--- config.mk ---
export PLATFORM = sky130hd
export DESIGN_NAME = mm_stream_expander
export DESIGN_NICKNAME = d
export VERILOG_FILES = /design/src/rtl/mm_stream_expander.sv
export SDC_FILE = /design/constraint.sdc
export NUM_CORES = 1
export LEC_CHECK = 0
export CAP_MARGIN = 20
export CORE_UTILIZATION = 60
export CTS_BUF_LIST = sky130_fd_sc_hd__clkbuf_16
export DETAILED_ROUTE_END_ITERATION = 10
export DONT_BUFFER_PORTS = 1
export PLACE_DENSITY = 0.81
export SYNTH_ARGS = -nofsm -noshare
export SYNTH_HDL_FRONTEND = slang
export SYNTH_SLANG_ARGS = --single-unit
export TNS_END_PERCENT = 100
--- constraint.sdc ---
create_clock -name clk -period 3 [get_ports clk]
set_input_delay 0.15 -clock clk [delete_from_list [all_inputs] [get_ports clk]]
set_output_delay 0.15 -clock clk [all_outputs]
set_load 0.03 [all_outputs]
--- src/rtl/mm_stream_expander.sv ---
module mm_stream_expander #(
  parameter int BYTES  = 4,
  parameter int ADDR_W = 32,
  parameter int DATA_W = 32,
  parameter int ID_W   = 4
) (
  input  logic                clk,
  input  logic                rst_n,
  input  logic [8*BYTES-1:0]  s_tdata,
  input  logic                s_tvalid,
  input  logic                s_tlast,
  output logic                s_tready,
  output logic [8*BYTES-1:0]  m_tdata,
  output logic                m_tvalid,
  output logic                m_tlast,
  input  logic                m_tready,
  output logic [ADDR_W-1:0]   awaddr,
  output logic [7:0]          awlen,
  output logic [2:0]          awsize,
  output logic [1:0]          awburst,
  output logic [ID_W-1:0]     awid,
  output logic                awvalid,
  input  logic                awready,
  output logic [ADDR_W-1:0]   araddr,
  output logic [7:0]          arlen,
  output logic [2:0]          arsize,
  output logic [1:0]          arburst,
  output logic [ID_W-1:0]     arid,
  output logic                arvalid,
  input  logic                arready,
  output logic [DATA_W-1:0]   wdata,
  output logic [DATA_W/8-1:0] wstrb,
  output logic                wlast,
  output logic                wvalid,
  input  logic                wready,
  input  logic [ID_W-1:0]     bid,
  input  logic [1:0]          bresp,
  input  logic                bvalid,
  output logic                bready,
  input  logic [ID_W-1:0]     rid,
  input  logic [DATA_W-1:0]   rdata,
  input  logic [1:0]          rresp,
  input  logic                rlast,
  input  logic                rvalid,
  output logic                rready,
  output logic                err
);
  localparam int BW        = 8 * BYTES;
  localparam int STRB_W    = DATA_W / 8;
  localparam int AX_BITS   = ADDR_W + 13 + ID_W;
  localparam int WD_BITS   = DATA_W + STRB_W + 1;
  localparam int IN_BITS   = 8 + ((AX_BITS > WD_BITS) ? AX_BITS : WD_BITS);
  localparam int IN_BEATS  = (IN_BITS + BW - 1) / BW;
  localparam int R_BEATS   = (8 + DATA_W + ID_W + 3 + BW - 1) / BW;
  localparam int B_BEATS   = (8 + ID_W + 2 + BW - 1) / BW;
  localparam int OUT_BEATS = (R_BEATS > B_BEATS) ? R_BEATS : B_BEATS;
  localparam int MAXB      = (IN_BEATS > OUT_BEATS) ? IN_BEATS : OUT_BEATS;
  localparam int CW        = $clog2(MAXB + 1);
  localparam int IBW       = IN_BEATS * BW;
  localparam int OBW       = OUT_BEATS * BW;

  // inbound reassembly
  logic [IBW-1:0] ibuf;
  logic [CW-1:0]  icnt;
  logic           issue;

  wire [7:0] cur_tag = (icnt == '0) ? s_tdata[7:0] : ibuf[7:0];
  wire       in_hs   = s_tvalid && s_tready;
  wire       fire    = (awvalid && awready) || (arvalid && arready) || (wvalid && wready);

  assign s_tready = !issue;

  always_ff @(posedge clk) begin
    if (!rst_n) begin
      ibuf  <= '0;
      icnt  <= '0;
      issue <= 1'b0;
      err   <= 1'b0;
    end else begin
      if (in_hs) begin
        if (icnt < CW'(IN_BEATS)) begin
          ibuf[icnt*BW +: BW] <= s_tdata;
          icnt <= icnt + 1'b1;
        end
        if (s_tlast) begin
          icnt <= '0;
          if (cur_tag <= 8'd2) issue <= 1'b1;
          else begin
            err  <= 1'b1;
            ibuf <= '0;
          end
        end
      end
      if (issue && fire) begin
        issue <= 1'b0;
        ibuf  <= '0;
      end
    end
  end

  assign awvalid = issue && (ibuf[7:0] == 8'd0);
  assign arvalid = issue && (ibuf[7:0] == 8'd1);
  assign wvalid  = issue && (ibuf[7:0] == 8'd2);

  assign awaddr  = ibuf[8 +: ADDR_W];
  assign awlen   = ibuf[8 + ADDR_W +: 8];
  assign awsize  = ibuf[16 + ADDR_W +: 3];
  assign awburst = ibuf[19 + ADDR_W +: 2];
  assign awid    = ibuf[21 + ADDR_W +: ID_W];
  assign araddr  = awaddr;
  assign arlen   = awlen;
  assign arsize  = awsize;
  assign arburst = awburst;
  assign arid    = awid;
  assign wdata   = ibuf[8 +: DATA_W];
  assign wstrb   = ibuf[8 + DATA_W +: STRB_W];
  assign wlast   = ibuf[8 + DATA_W + STRB_W];

  // return packing and arbitration
  logic [OBW-1:0] obuf;
  logic           osend;
  logic [CW-1:0]  obeat;
  logic [CW-1:0]  olast;
  logic           r_burst;

  assign bready = !osend && !r_burst && bvalid;
  assign rready = !osend && (r_burst || !bvalid);

  wire            r_hs  = rvalid && rready;
  wire            b_hs  = bvalid && bready;
  wire [OBW-1:0]  r_pkt = OBW'({rlast, rresp, rid, rdata, 8'd3});
  wire [OBW-1:0]  b_pkt = OBW'({bresp, bid, 8'd4});

  always_ff @(posedge clk) begin
    if (!rst_n) begin
      obuf    <= '0;
      osend   <= 1'b0;
      obeat   <= '0;
      olast   <= '0;
      r_burst <= 1'b0;
    end else begin
      if (r_hs) begin
        obuf    <= r_pkt;
        osend   <= 1'b1;
        obeat   <= '0;
        olast   <= CW'(R_BEATS - 1);
        r_burst <= !rlast;
      end else if (b_hs) begin
        obuf  <= b_pkt;
        osend <= 1'b1;
        obeat <= '0;
        olast <= CW'(B_BEATS - 1);
      end
      if (osend && m_tready) begin
        if (obeat == olast) osend <= 1'b0;
        else obeat <= obeat + 1'b1;
      end
    end
  end

  assign m_tvalid = osend;
  assign m_tdata  = obuf[obeat*BW +: BW];
  assign m_tlast  = osend && (obeat == olast);

  p_one_channel_r1: assert property (@(posedge clk) disable iff (!rst_n)
    $onehot0({awvalid, arvalid, wvalid}));
  p_hold_input_r3: assert property (@(posedge clk) disable iff (!rst_n)
    (awvalid || arvalid || wvalid) |-> !s_tready);
  p_aw_stable_r3: assert property (@(posedge clk) disable iff (!rst_n)
    (awvalid && !awready) |=> (awvalid && $stable(awaddr) && $stable(awid)));
  p_w_stable_r3: assert property (@(posedge clk) disable iff (!rst_n)
    (wvalid && !wready) |=> (wvalid && $stable(wdata)));
  p_err_sticky_r4: assert property (@(posedge clk) disable iff (!rst_n)
    err |=> err);
  p_burst_blocks_b_r7: assert property (@(posedge clk) disable iff (!rst_n)
    (rvalid && rready && !rlast) |=> !bready);
  p_b_first_r8: assert property (@(posedge clk) disable iff (!rst_n)
    !(rready && bready));
  p_out_stable_r9: assert property (@(posedge clk) disable iff (!rst_n)
    (m_tvalid && !m_tready) |=> (m_tvalid && $stable(m_tdata) && $stable(m_tlast)));
endmodule

Word-level counts from Yosys, hierarchy flattened

Index checks and enable logic that the tools add are counted.

Multiplexer cells: 19
Shift-type cells: 3
Eq/ne operators: 3
Order comparisons: 2
Bitwise operators: 2
Div/mod/pow operators: 0
Reduce and logical (&&, ||, !) cells: 32
$mul: 0
Add/subtract/negate cells: 3

Operators with widths:

| kind                                                                     | number |
|---|---|
| 64-bit two-way mux                                                       | 3 |
| 47-bit two-way mux                                                       | 2 |
| 64-bit bitwise mux                                                       | 1 |
| 32-bit by 34-bit variable shift with 64-bit output, first input constant | 1 |
| 32-bit by 34-bit indexed part select with 64-bit output                  | 1 |
| 64-bit by 8-bit indexed part select with 32-bit output                   | 1 |
| 7-bit negator with 34-bit output                                         | 1 |
| 1-bit logical AND                                                        | 15 |
| 2-bit two-way mux                                                        | 6 |
| 8-bit by 1-bit equality test with 1-bit output, second input constant    | 1 |
| 8-bit by 2-bit equality test with 1-bit output, second input constant    | 1 |
| 8-bit by 2-bit <= comparator with 1-bit output, second input constant    | 1 |
| 8-bit zero test                                                          | 1 |
| 8-bit two-way mux                                                        | 1 |
| 1-bit two-way mux                                                        | 6 |
| 3-bit AND reduction                                                      | 2 |
| 1-bit zero test                                                          | 5 |
| 2-bit by 1-bit adder with 2-bit output, second input constant            | 2 |
| 2-bit nonzero test                                                       | 2 |
| 2-bit OR reduction                                                       | 2 |
| 1-bit logical OR                                                         | 3 |
| 2-bit by 1-bit equality test with 1-bit output                           | 1 |
| 2-bit zero test                                                          | 1 |
| 2-bit < comparator, second input constant                                | 1 |
| other kinds (2)                                                          | 3 |

Register bits: 115
Memory bits (read-only): 0
Memories kept: 0
Output and inout port bits: 176
Memory bits (writable): 0
Input port bits: 87
Bits in latches: 0
Word-level logic and storage cells: 74

Depth between registers and ports, before layout

Gate-level depths: netlist (run 1).

Depth after elaboration: 8
Gate-level depth with buffers: 10
Depth with buffers taken out: 6

Worst setup path before layout (run 1)

OpenSTA, ideal clock, no wires.

Path kind: reg-to-reg
From: register icnt[0]
To: register ibuf[22]
Setup time: 0.115 ns
Data required time: 2.885 ns
Arrival: 2.235 ns
Buffers on the path: 3
Cell stages (with the launch flop): 10
Setup slack: 0.650 ns
Period minus slack after synthesis: 2.350 ns
Path through: dfxtp_1 clkbuf_1 inv_1 ha_1 clkbuf_1 nor2_1 clkbuf_1 and3_1 a21oi_1 a2111oi_0

Word-level cells in the longest chain between the ends: 6
Elaborated cells on any way between the ends: 11
Classes of those cells: add/sub (1); order compare (2); shift (2); mux (5); reduce/logical (1)

RTL lines:

| item                                                                                                                          | line | source |
|---|---|---|
| from (decl)                                                                                                                   | 64   | `logic [CW-1:0] icnt;` |
| from (signal assigned)                                                                                                        | 83   | `icnt <= icnt + 1'b1;` |
| 7-bit negator with 34-bit output                                                                                              | 82   | `ibuf[icnt*BW +: BW] <= s_tdata;` |
| 32-bit by 34-bit indexed part select with 64-bit output or 32-bit by 34-bit variable shift with 64-bit output (tied branches) | 82   |  |
| 64-bit bitwise mux                                                                                                            | 82   |  |
| 64-bit two-way mux                                                                                                            | 81   | `if (icnt < CW'(IN_BEATS)) begin` |
| 64-bit two-way mux                                                                                                            | 87   | `if (cur_tag <= 8'd2) issue <= 1'b1;` |
| 64-bit two-way mux *                                                                                                          | 85   | `if (s_tlast) begin` |
| to (signal, indexed assignment)                                                                                               | 82   |  |
| to (decl)                                                                                                                     | 63   | `logic [IBW-1:0] ibuf;` |

Every way passes the cells marked *; elsewhere a longest branch is shown, timed or not.
A chain may end at the register's enable or synchronous reset.

Worst setup path after layout (run 1)

From: register osend (netlist: m_tvalid)
To: register r_burst

Word-level cells in the longest chain between the ends: 3

RTL lines:

| item                   | line | source |
|---|---|---|
| from (decl)            | 121  | `logic osend;` |
| from (signal assigned) | 137  | `osend <= 1'b0;` |
| from (signal assigned) | 144  | `osend <= 1'b1;` |
| from (signal assigned) | 150  | `osend <= 1'b1;` |
| 1-bit zero test        | 127  | `assign rready = !osend && (r_burst \|\| !bvalid);` |
| 1-bit logical AND      | 127  |  |
| 1-bit logical AND      | 129  | `wire r_hs = rvalid && rready;` |
| to (signal assigned)   | 147  | `r_burst <= !rlast;` |
| to (decl)              | 124  | `logic r_burst;` |

No other way between the ends.

==> metrics.md, run 1 <==
| Metric | Value |
|---|---|
| Worst Path Required | `3.28 ns` |
| Number of global-route vias before repair | `4,626` |
| Lkg Pwr | `0.00221 uW` |
| Power per standard cell area | `533 nW/um2` |
| Fin area | `6020 um2` |
| Crit-path cells | `inv_1 > and3_1 > buf_4 > o21ai_0 > a21oi_1 > dlygate4sd3_1` |
| Simple-gate share of the synthesized area | `19.9%` |
| Critical Path Slowest Stage Cell | `and3_1` |
| Grt ovf | `0` |
| Max Cap Viol | `0` |
| Most frequent cells in the layout | `106 x dfxtp_1, 83 x a21oi_1, 60 x nand2_1` |
| Post-Syn Instances | `733` |
| Total Routing Usage GR | `29.3%` |
| Status | `finished clean` |
| Nets | `724` |
| CTS Root Cell | `clkbuf_16` |
| Post-synth cell types | `55` |
| Period minus WS final | `2.60 ns` |
| Tcrit/Tclk final | `86.6%` |
| Kind of critical path | `flip-flop to flip-flop` |
| Die W | `103 um` |
| Slew HR | `40.7%` |
| Critical Path Fanout Max | `23` |
| Syn_nets | `823` |
| Num rows | `36` |
| WL/cell | `20.4 um` |
| Setup ws final | `0.401 ns` |
| Initial antenna violation count | `2` |
| Dpl hpwl | `10.2 mm` |
| Yosys warnings | `0` |
| Setup_tns | `0 ns` |
| CTS sink cnt | `106` |
| Max IR drop VDD | `0.263 mV` |
| Max incr delay on CP | `0.67 ns` |
| Core area | `9820 um2` |
| Yosys reg bits | `106` |
| First-pass GRT wire length | `23.7 mm` |
| Area growth from synthesis to layout | `-1.41%` |
| Min-Delay Path Class | `input port to flip-flop` |
| Worst EP arrival | `2.88 ns` |
| Final Hold Viols | `0` |
| Die area | `10,600 um2` |
| # DRC | `0` |
| Clock Tree Buf Depth | `2` |
| Gpl congestion | `0.829` |
| Share of post-route cells with drive strength above 1 | `13.7%` |
| PortBufs | `0` |
| Vias | `4,880` |
| Multiplexer area fraction after synthesis | `1.47%` |
| Synthesized area | `6110 um2` |
| Clk Latency, worst-skew pair | `0.34 ns` |
| Synth Area in Compound Gates | `21.7%` |
| Startpoint types | `flip-flop` |
| Top_reg_cell synth | `dfxtp_1` |
| H-tree Lvls | `3` |
| Largest net degree at the start of global routing | `59` |
| Clk_skew | `0.00749 ns` |
| Area after DPL | `5430 um2` |
| Via/cell ratio | `6.33` |
| Commonest non-fill, non-tap cell in the layout | `dfxtp_1` |
| Fraction of registers with async set/reset | `0%` |
| Antenna-violating nets left | `0` |
| Fmax | `0.385 GHz` |
| Critical Path End Type | `flip-flop` |
| Number of synthesized flops with an enable pin | `0` |
| Slew @ Worst Pin | `0.889 ns` |
| CTS tree | `done` |
| CTS clk-pin slew, worst paths | `0.07 ns` |
| Pre-antenna DRT Iters | `5` |
| Final-report setup violation count | `0` |
| Sequential share of the synthesized area | `34.7%` |
| Adder-Cell Fraction of Synth Area | `0.614%` |
| DRT iter0 DRCs | `307` |
| Average size of a mapped cell | `8.34 um2` |
| XOR/XNOR share of the synthesized area | `0.143%` |
| Final WL | `15.8 mm` |
| Inserted Clock Buffers | `9` |
| Initial Utilization | `62.2%` |
| Die height | `103 um` |
| Pins Over Slew Limit | `0` |
| I/O Pins | `263` |
| Main combinational cell family by area after synthesis | `compound AO/OA/AOI/OAI gates` |
| RSZ-0062 raised after global routing | `no` |
| Place WS | `0.468 ns` |
| Postcts setup bufs | `0` |
==> stage by stage <==
| stage | std cells | power, uW | utilization (%) | hold slack [ns] |
|---|---|---|---|---|
| 2_1_floorplan | 733 | 2110 | - | 0.240 |
| 3_3_place_gp | 721 | 2140 | 55.3 | 0.242 |
| 3_5_place_dp | 721 | 2160 | 55.3 | 0.244 |
| 4_1_cts | 769 | 3220 | 61.3 | 0.00688 |
| 5_1_grt | 771 | 3350 | 61.3 | 0.0304 |
| 6_report | 771 | 3210 | 61.3 | 0.0290 |
==> worst max-delay path: cells and delay by family, from the launching register on <==
kind | cells | cell delay (ns)
flops | 1 | 0.46
compound gates | 2 | 0.26
simple gates | 1 | 0.67
buf+inv | 3 | 1.14
==> logic make-up (layout without fill, tap and decap cells) <==
family | count (synthesis) | in the layout
AOI/OAI and AO/OA | 181 | 181
xor gates and xnor gates | 1 | 1
adders and majority gates | 3 | 3
buffers and inverters | 204 | 107
DFF | 106 | 106
muxes | 9 | 9
other | 0 | 2
and+or+nand+nor | 229 | 229
==> final timing paths <==
kind | from | end | slack (ns) | depth (start not counted)
worst max register to register | m_tvalid$_SDFF_PN0_ | r_burst$_SDFFE_PN0N_ | 0.40 | 6
worst max-delay path | m_tvalid$_SDFF_PN0_ | r_burst$_SDFFE_PN0N_ | 0.40 | 6
worst min-delay path | rdata[0] | obuf[8]$_SDFFE_PN0P_ | 0.03 | 2
worst min register to register | obuf[40]$_SDFFE_PN0P_ | obuf[40]$_SDFFE_PN0P_ | 0.47 | 2
==> Yosys cell counts (8+ instances only) <==
library cell  number  share of area, %
mux2i_1            9               1.5
and3_1            35               3.6
a21oi_1           83               6.8
nor2_1            21               1.3
dfxtp_1          106                35
and2_1            23               2.4
a211o_1            9               1.3
buf_4            136                17
a21boi_0          18               2.2
nand3_1           56               4.6
a2111oi_0         27               3.9
nand2_1           60               3.7
a21o_1             8              0.98
a22oi_1            8              0.98
a2111oi_2         11               2.7
clkbuf_1          47               2.9
==> per-layer routing <==
metal | vias up | GRT usage, % | routed length, um
li1 | 2255 | - | -
met1 | 2267 | 34.4 | 5970
met2 | 310 | 48.0 | 7720
met3 | 48 | 8.88 | 1540
met4 | 0 | 15.8 | 535
met5 | - | 0 | 0
==> repair_timing <==
action	CTS	global route
endpoints found under the hold margin	45	0
hold buffers	35	0
gates resized for setup	0	0
==> report_power, final <==
group	leakage (uW)	total (uW)	switching (uW)	internal (uW)
Combinational	0.00122	669	473	195
Clock	0.000125	1020	486	538
Sequential	0.000862	1520	48.6	1470
==> cell type report <==
class | instances | area [um2]
clock inverter | 4 | 15.0
clock buffer | 9 | 225
multi-input combinational | 423 | 2710
timing repair buffer | 86 | 746
sequential | 106 | 2120
fill | 870 | 3800
antenna | 2 | 5.00
tap | 133 | 166
inverter | 8 | 30.0
==> sequential cells by signal, summed over array words and instances (netlist names) <==
name and cells:
ibuf 57, obuf 40, icnt 2, obeat 2, err 1, issue 1
m_tvalid 1, olast 1, r_burst 1
Power figures use the tool's default switching activity.
==> run 2, diff against run 1 <==
==> constraint.sdc (replaced) <==
create_clock -name clk -period 3 [get_ports clk]
set_input_delay 0.6 -clock clk [delete_from_list [all_inputs] [get_ports clk]]
set_output_delay 0.6 -clock clk [all_outputs]
set_load 0.03 [all_outputs]
==> run 2 against run 1 <==
  * Routed wire length down 4.0%
  * Non-clock buffer count down 67
  * Global-route usage down 1.1 points
  * Critical path type is now flip-flop to output pin
  * Highest routed layer unchanged
==> metrics.md, run 2 (same netlist as run 1, synthesis figures left out) <==
| Metric | Value |
|---|---|
| Status | `finished clean` |
| Power per standard cell area | `610 nW/um2` |
| First-pass GRT wire length | `22.8 mm` |
| R2R Path Start | `icnt[1]$_SDFFE_PN0P_` |
| Setup ws final | `0.285 ns` |
| Area growth from synthesis to layout | `-9.79%` |
| Setup_tns | `0 ns` |
| Tcrit/Tclk final | `90.5%` |
| WL/cell | `21.5 um` |
| Final WL | `15.1 mm` |
| Vias | `4,711` |
| Num rows | `36` |
| Ant diodes | `0` |
| Pwr Total | `3360 uW` |
| Commonest non-fill, non-tap cell in the layout | `dfxtp_1` |
| Resized Gates After CTS | `0` |
| Sw power | `1030 uW` |
| H-tree Lvls | `3` |
| PortBufs | `0` |
| Reg-to-reg endpoint | `ibuf[8]$_SDFFE_PP0P_` |
| Fmax | `0.368 GHz` |
| Slew HR | `29.2%` |
| Hold_buf cts | `0` |
| I/O Pins | `263` |
| Clock Tree Buf Depth | `2` |
| Max Cap Viol | `0` |
| Worst EP arrival | `2.11 ns` |
| Share of post-route cells with drive strength above 1 | `10.5%` |
| Dpl hpwl | `10.1 mm` |
| Die height | `103 um` |
| Place WS | `0.405 ns` |
| Final Hold Viols | `0` |
| # DRC | `0` |
| CTS tree | `done` |
| Biggest regs | `ibuf: 57 flops, obuf: 40 flops` |
| Period minus WS final | `2.71 ns` |
| CTS sink cnt | `106` |
| Via/cell ratio | `6.68` |
| Antenna-violating nets left | `0` |
| CTS clk-pin slew, worst paths | `0.07 ns` |
| Total Routing Usage GR | `28.2%` |
| Inserted Clock Buffers | `9` |
| Die area | `10,600 um2` |
| Grt ovf | `0` |
| Gpl congestion | `0.822` |
| Switching Share | `30.5%` |
| Pre-antenna DRT Iters | `6` |
| Combinational Power Share | `13.9%` |
| Critical Path End Type | `output pin` |
| CTS Root Cell | `clkbuf_16` |
| Worst Path Required | `2.40 ns` |
| Path depth of the worst reg2reg path | `6` |
| Min-Delay Path Class | `input port to flip-flop` |
| Clk_skew | `0.00715 ns` |
| Max IR drop VDD | `0.293 mV` |
| Initial Utilization | `62.2%` |
| Largest net degree at the start of global routing | `56` |
| Critical Path Fanout Max | `17` |
| Die W | `103 um` |
| Hold endpoint | `r_burst$_SDFFE_PN0N_` |
| Clock power share | `37.0%` |
| Nets | `657` |
| Number of global-route vias before repair | `4,405` |
| Final-report setup violation count | `0` |
| Share of power burned in registers | `49.1%` |
| Most frequent cells in the layout | `106 x dfxtp_1, 83 x a21oi_1, 60 x nand2_1` |
| RSZ-0062 raised after global routing | `no` |
| Slew @ Worst Pin | `1.06 ns` |
| Kind of critical path | `flip-flop to output pin` |
| Pins Over Slew Limit | `0` |
| Min-Delay Startpoint | `rlast` |
| P_int | `2330 uW` |
| Clk Latency, worst-skew pair | `0.35 ns` |
| Max FFs per register | `57` |
| Initial antenna violation count | `0` |
| R2R setup slack | `0.34 ns` |
| Startpoint types | `flip-flop` |
| Lkg Pwr | `0.00193 uW` |
| Worst hold stages | `1` |
| Core area | `9820 um2` |
| DRT iter0 DRCs | `327` |
| Postcts setup bufs | `0` |
| Top reg by flops | `ibuf` |
[run 2: cell types whose count changed in the layout (fill, tap and decap cells not counted), sizes merged]
cell         before  now
clkinv            3    4
bufinv            0    2
diode             2    0
buf              51   19
dlygate4sd3      35    0
[run 2: power groups by stage]
stage | clock, uW | sequential, uW | combinational, uW
6_report | 1240 | 1650 | 466
5_1_grt | 1320 | 1660 | 507
4_1_cts | 1260 | 1650 | 462
3_5_place_dp | 0 | 1680 | 459
3_3_place_gp | 0 | 1680 | 444
2_1_floorplan | 0 | 1540 | 566
[run 2: through the flow]
step                      cells  hold WS, ns  utilization [%]  cell area, um2
final                       705        0.337             56.1            5510
after global routing        705        0.344             56.1            5510
after CTS                   705        0.325             56.1            5510
after detailed placement    689        0.458             53.0            5200
after global placement      689        0.449             53.0            5200
after floorplan             733        0.443                -            6110
[run 2: worst max-delay path, cell delays in order, from the launching register on]
cell	delay (ns)
dfxtp_1	0.56
nor2_1	0.77
and2_1	0.44
[run 2: layer usage]
layer,GRT usage (%),wire length (um),vias to the layer above
li1,-,-,2128
met1,34.5,5710,2280
met2,46.4,7600,270
met3,7.73,1420,33
met4,13.0,408,0
met5,0,0,-
[run 2: worst max path at each step]
stage,start,to,slack (ns)
2_1_floorplan,ibuf[3]$_SDFFE_PP0P_,wvalid,0.32
3_3_place_gp,icnt[1]$_SDFFE_PN0P_,ibuf[47]$_SDFFE_PP0P_,0.56
3_5_place_dp,icnt[1]$_SDFFE_PN0P_,ibuf[45]$_SDFFE_PP0P_,0.41
4_1_cts,obeat[0]$_SDFF_PN0_,m_tdata[28],0.25
5_1_grt,obeat[0]$_SDFF_PN0_,m_tdata[31],0.15
6_report,obeat[0]$_SDFF_PN0_,m_tdata[28],0.29
[run 2: final cells by class]
type	instances	area, um2
flip-flops and latches	106	2120
fillers	933	4310
inverters	8	30.0
clock buffers	9	225
repair buffers	19	168
well taps	133	166
clock inverters	7	86.3
multi-input cells	423	2710
==> run 3, diff against run 2 <==
CAP_MARGIN = 30   (was 20)
CELL_PAD_IN_SITES_DETAIL_PLACEMENT = 1   (was not set)
CELL_PAD_IN_SITES_GLOBAL_PLACEMENT = 1   (was not set)
CORE_UTILIZATION = 45   (was 60)
PLACE_DENSITY = 0.84   (was 0.81)
==> run 3 against run 2 <==
  * First-iteration DRC count is 17% lower
  * Via count is 2.6% lower
  * Combinational power is 2% higher
  * Critical path depth stayed put
  * Largest power group unchanged
==> metrics.md, run 3 (same netlist as run 1, synthesis figures left out) <==
| Metric | Value |
|---|---|
| Clock Tree Buf Depth | `2` |
| Count of buffer and inverter cells on the critical path | `0` |
| Critical Path Slowest Stage Cell | `dfxtp_1` |
| Dpl hpwl | `11.5 mm` |
| H-tree Lvls | `3` |
| Core area | `13,200 um2` |
| Hold_buf cts | `0` |
| DRT iter0 DRCs | `271` |
| Max Cap Viol | `0` |
| Power per standard cell area | `601 nW/um2` |
| CTS sink cnt | `106` |
| Pre-antenna DRT Iters | `4` |
| CTS tree | `done` |
| Delay-heaviest family, CP | `simple AND/OR/NAND/NOR gates` |
| Inserted Clock Buffers | `9` |
| Tcrit/Tclk final | `87.8%` |
| Period minus WS final | `2.63 ns` |
| Startpoint types | `flip-flop` |
| Postcts setup bufs | `0` |
| PortBufs | `0` |
| Commonest non-fill, non-tap cell in the layout | `dfxtp_1` |
| Min-Delay Path Class | `input port to flip-flop` |
| Grt ovf | `0` |
| Final Hold Viols | `0` |
| Biggest regs | `ibuf: 57 flops, obuf: 40 flops` |
| Lkg Pwr | `0.00193 uW` |
| Setup_tns | `0 ns` |
| Initial Utilization | `46.1%` |
| # DRC | `0` |
| Slew @ Worst Pin | `0.982 ns` |
| Die height | `119 um` |
| Slew HR | `34.4%` |
| Total Routing Usage GR | `23.5%` |
| CTS clk-pin slew, worst paths | `0.08 ns` |
| Kind of critical path | `flip-flop to output pin` |
| Via/cell ratio | `6.12` |
| Critical Path Fanout Max | `17` |
| Ant diodes | `0` |
| Die W | `119 um` |
| WL/cell | `21.8 um` |
| Crit-path cells | `nor2b_1 > and2_1` |
| Initial antenna violation count | `0` |
| Die area | `14,000 um2` |
| Number of global-route vias before repair | `4,799` |
| Area growth from synthesis to layout | `-8.74%` |
| CTS Root Cell | `clkbuf_16` |
| I/O Pins | `263` |
| Pins Over Slew Limit | `0` |
| Worst Path Required | `2.40 ns` |
| Nets | `659` |
| Critical Path End Type | `output pin` |
| Final-report setup violation count | `0` |
| Worst EP arrival | `2.03 ns` |
| Max FFs per register | `57` |
| Max IR drop VDD | `0.208 mV` |
| Antenna-violating nets left | `0` |
| First-pass GRT wire length | `26.1 mm` |
| Vias | `4,590` |
| Clk_skew | `0.00937 ns` |
| Most frequent cells in the layout | `106 x dfxtp_1, 83 x a21oi_1, 60 x nand2_1` |
| Largest net degree at the start of global routing | `59` |
| Fmax | `0.380 GHz` |
| Clk Latency, worst-skew pair | `0.35 ns` |
| Num rows | `42` |
| Gpl congestion | `0.848` |
| Max incr delay on CP | `0.83 ns` |
| Share of post-route cells with drive strength above 1 | `11.3%` |
| Top reg by flops | `ibuf` |
| Status | `finished clean` |
| Resized Gates After CTS | `0` |
| Pwr Total | `3350 uW` |
| RSZ-0062 raised after global routing | `no` |
| Final WL | `16.4 mm` |
run 3: changes by cell type in the layout (fill, tap and decap cells not counted):
| cell | before | now |
|---|---|---|
| buf_4 | 17 | 19 |
| bufinv_16 | 2 | 1 |
| inv_1 | 9 | 7 |
| inv_6 | 0 | 3 |
| nor4b_1 | 1 | 0 |
| nor4b_2 | 0 | 1 |
run 3: per-stage QoR:
| stage | setup slack, ns | utilization (%) | cell area (um2) | hold WS, ns | instances |
|---|---|---|---|---|---|
| floorplan | 0.321 | - | 6110 | 0.443 | 733 |
| global placement | 0.463 | 39.7 | 5260 | 0.449 | 733 |
| detailed placement | 0.471 | 39.8 | 5280 | 0.457 | 734 |
| CTS | 0.337 | 42.1 | 5580 | 0.322 | 750 |
| global route | 0.227 | 42.1 | 5580 | 0.322 | 750 |
| finish | 0.367 | 42.1 | 5580 | 0.328 | 750 |
run 3: final timing paths:
check | start | to | slack (ns) | cells past startpoint
min reg2reg | obuf[38]$_SDFFE_PN0P_ | obuf[38]$_SDFFE_PN0P_ | 0.47 | 2
max | obeat[0]$_SDFF_PN0_ | m_tdata[6] | 0.37 | 2
min | rlast | r_burst$_SDFFE_PN0N_ | 0.33 | 1
max reg2reg | icnt[1]$_SDFFE_PN0P_ | ibuf[18]$_SDFFE_PP0P_ | 0.44 | 7
run 3: layout make-up:
class	count	area [um2]
tap	176	220
fill	1581	7670
multi-input combinational	423	2720
sequential	106	2120
clock buffer	9	225
timing repair buffer	21	183
clock inverter	7	75.1
inverter	8	30.0
run 3: report_power, final:
group	total (uW)	leakage (uW)	internal [uW]	switching [uW]
combinational	475	0.000917	144	331
sequential	1650	0.000862	1470	183
clock	1220	0.000151	656	567
total	3350	0.00193	2270	1080
run 3: per-layer routing:
| metal | vias up | GRT usage (%) | wire length [um] |
|---|---|---|---|
| met3 | 22 | 6.52 | 1270 |
| li1 | 2123 | - | - |
| met4 | 0 | 7.67 | 261 |
| met1 | 2252 | 28.2 | 6810 |
| met2 | 193 | 40.4 | 8040 |
| met5 | - | 0 | 0 |
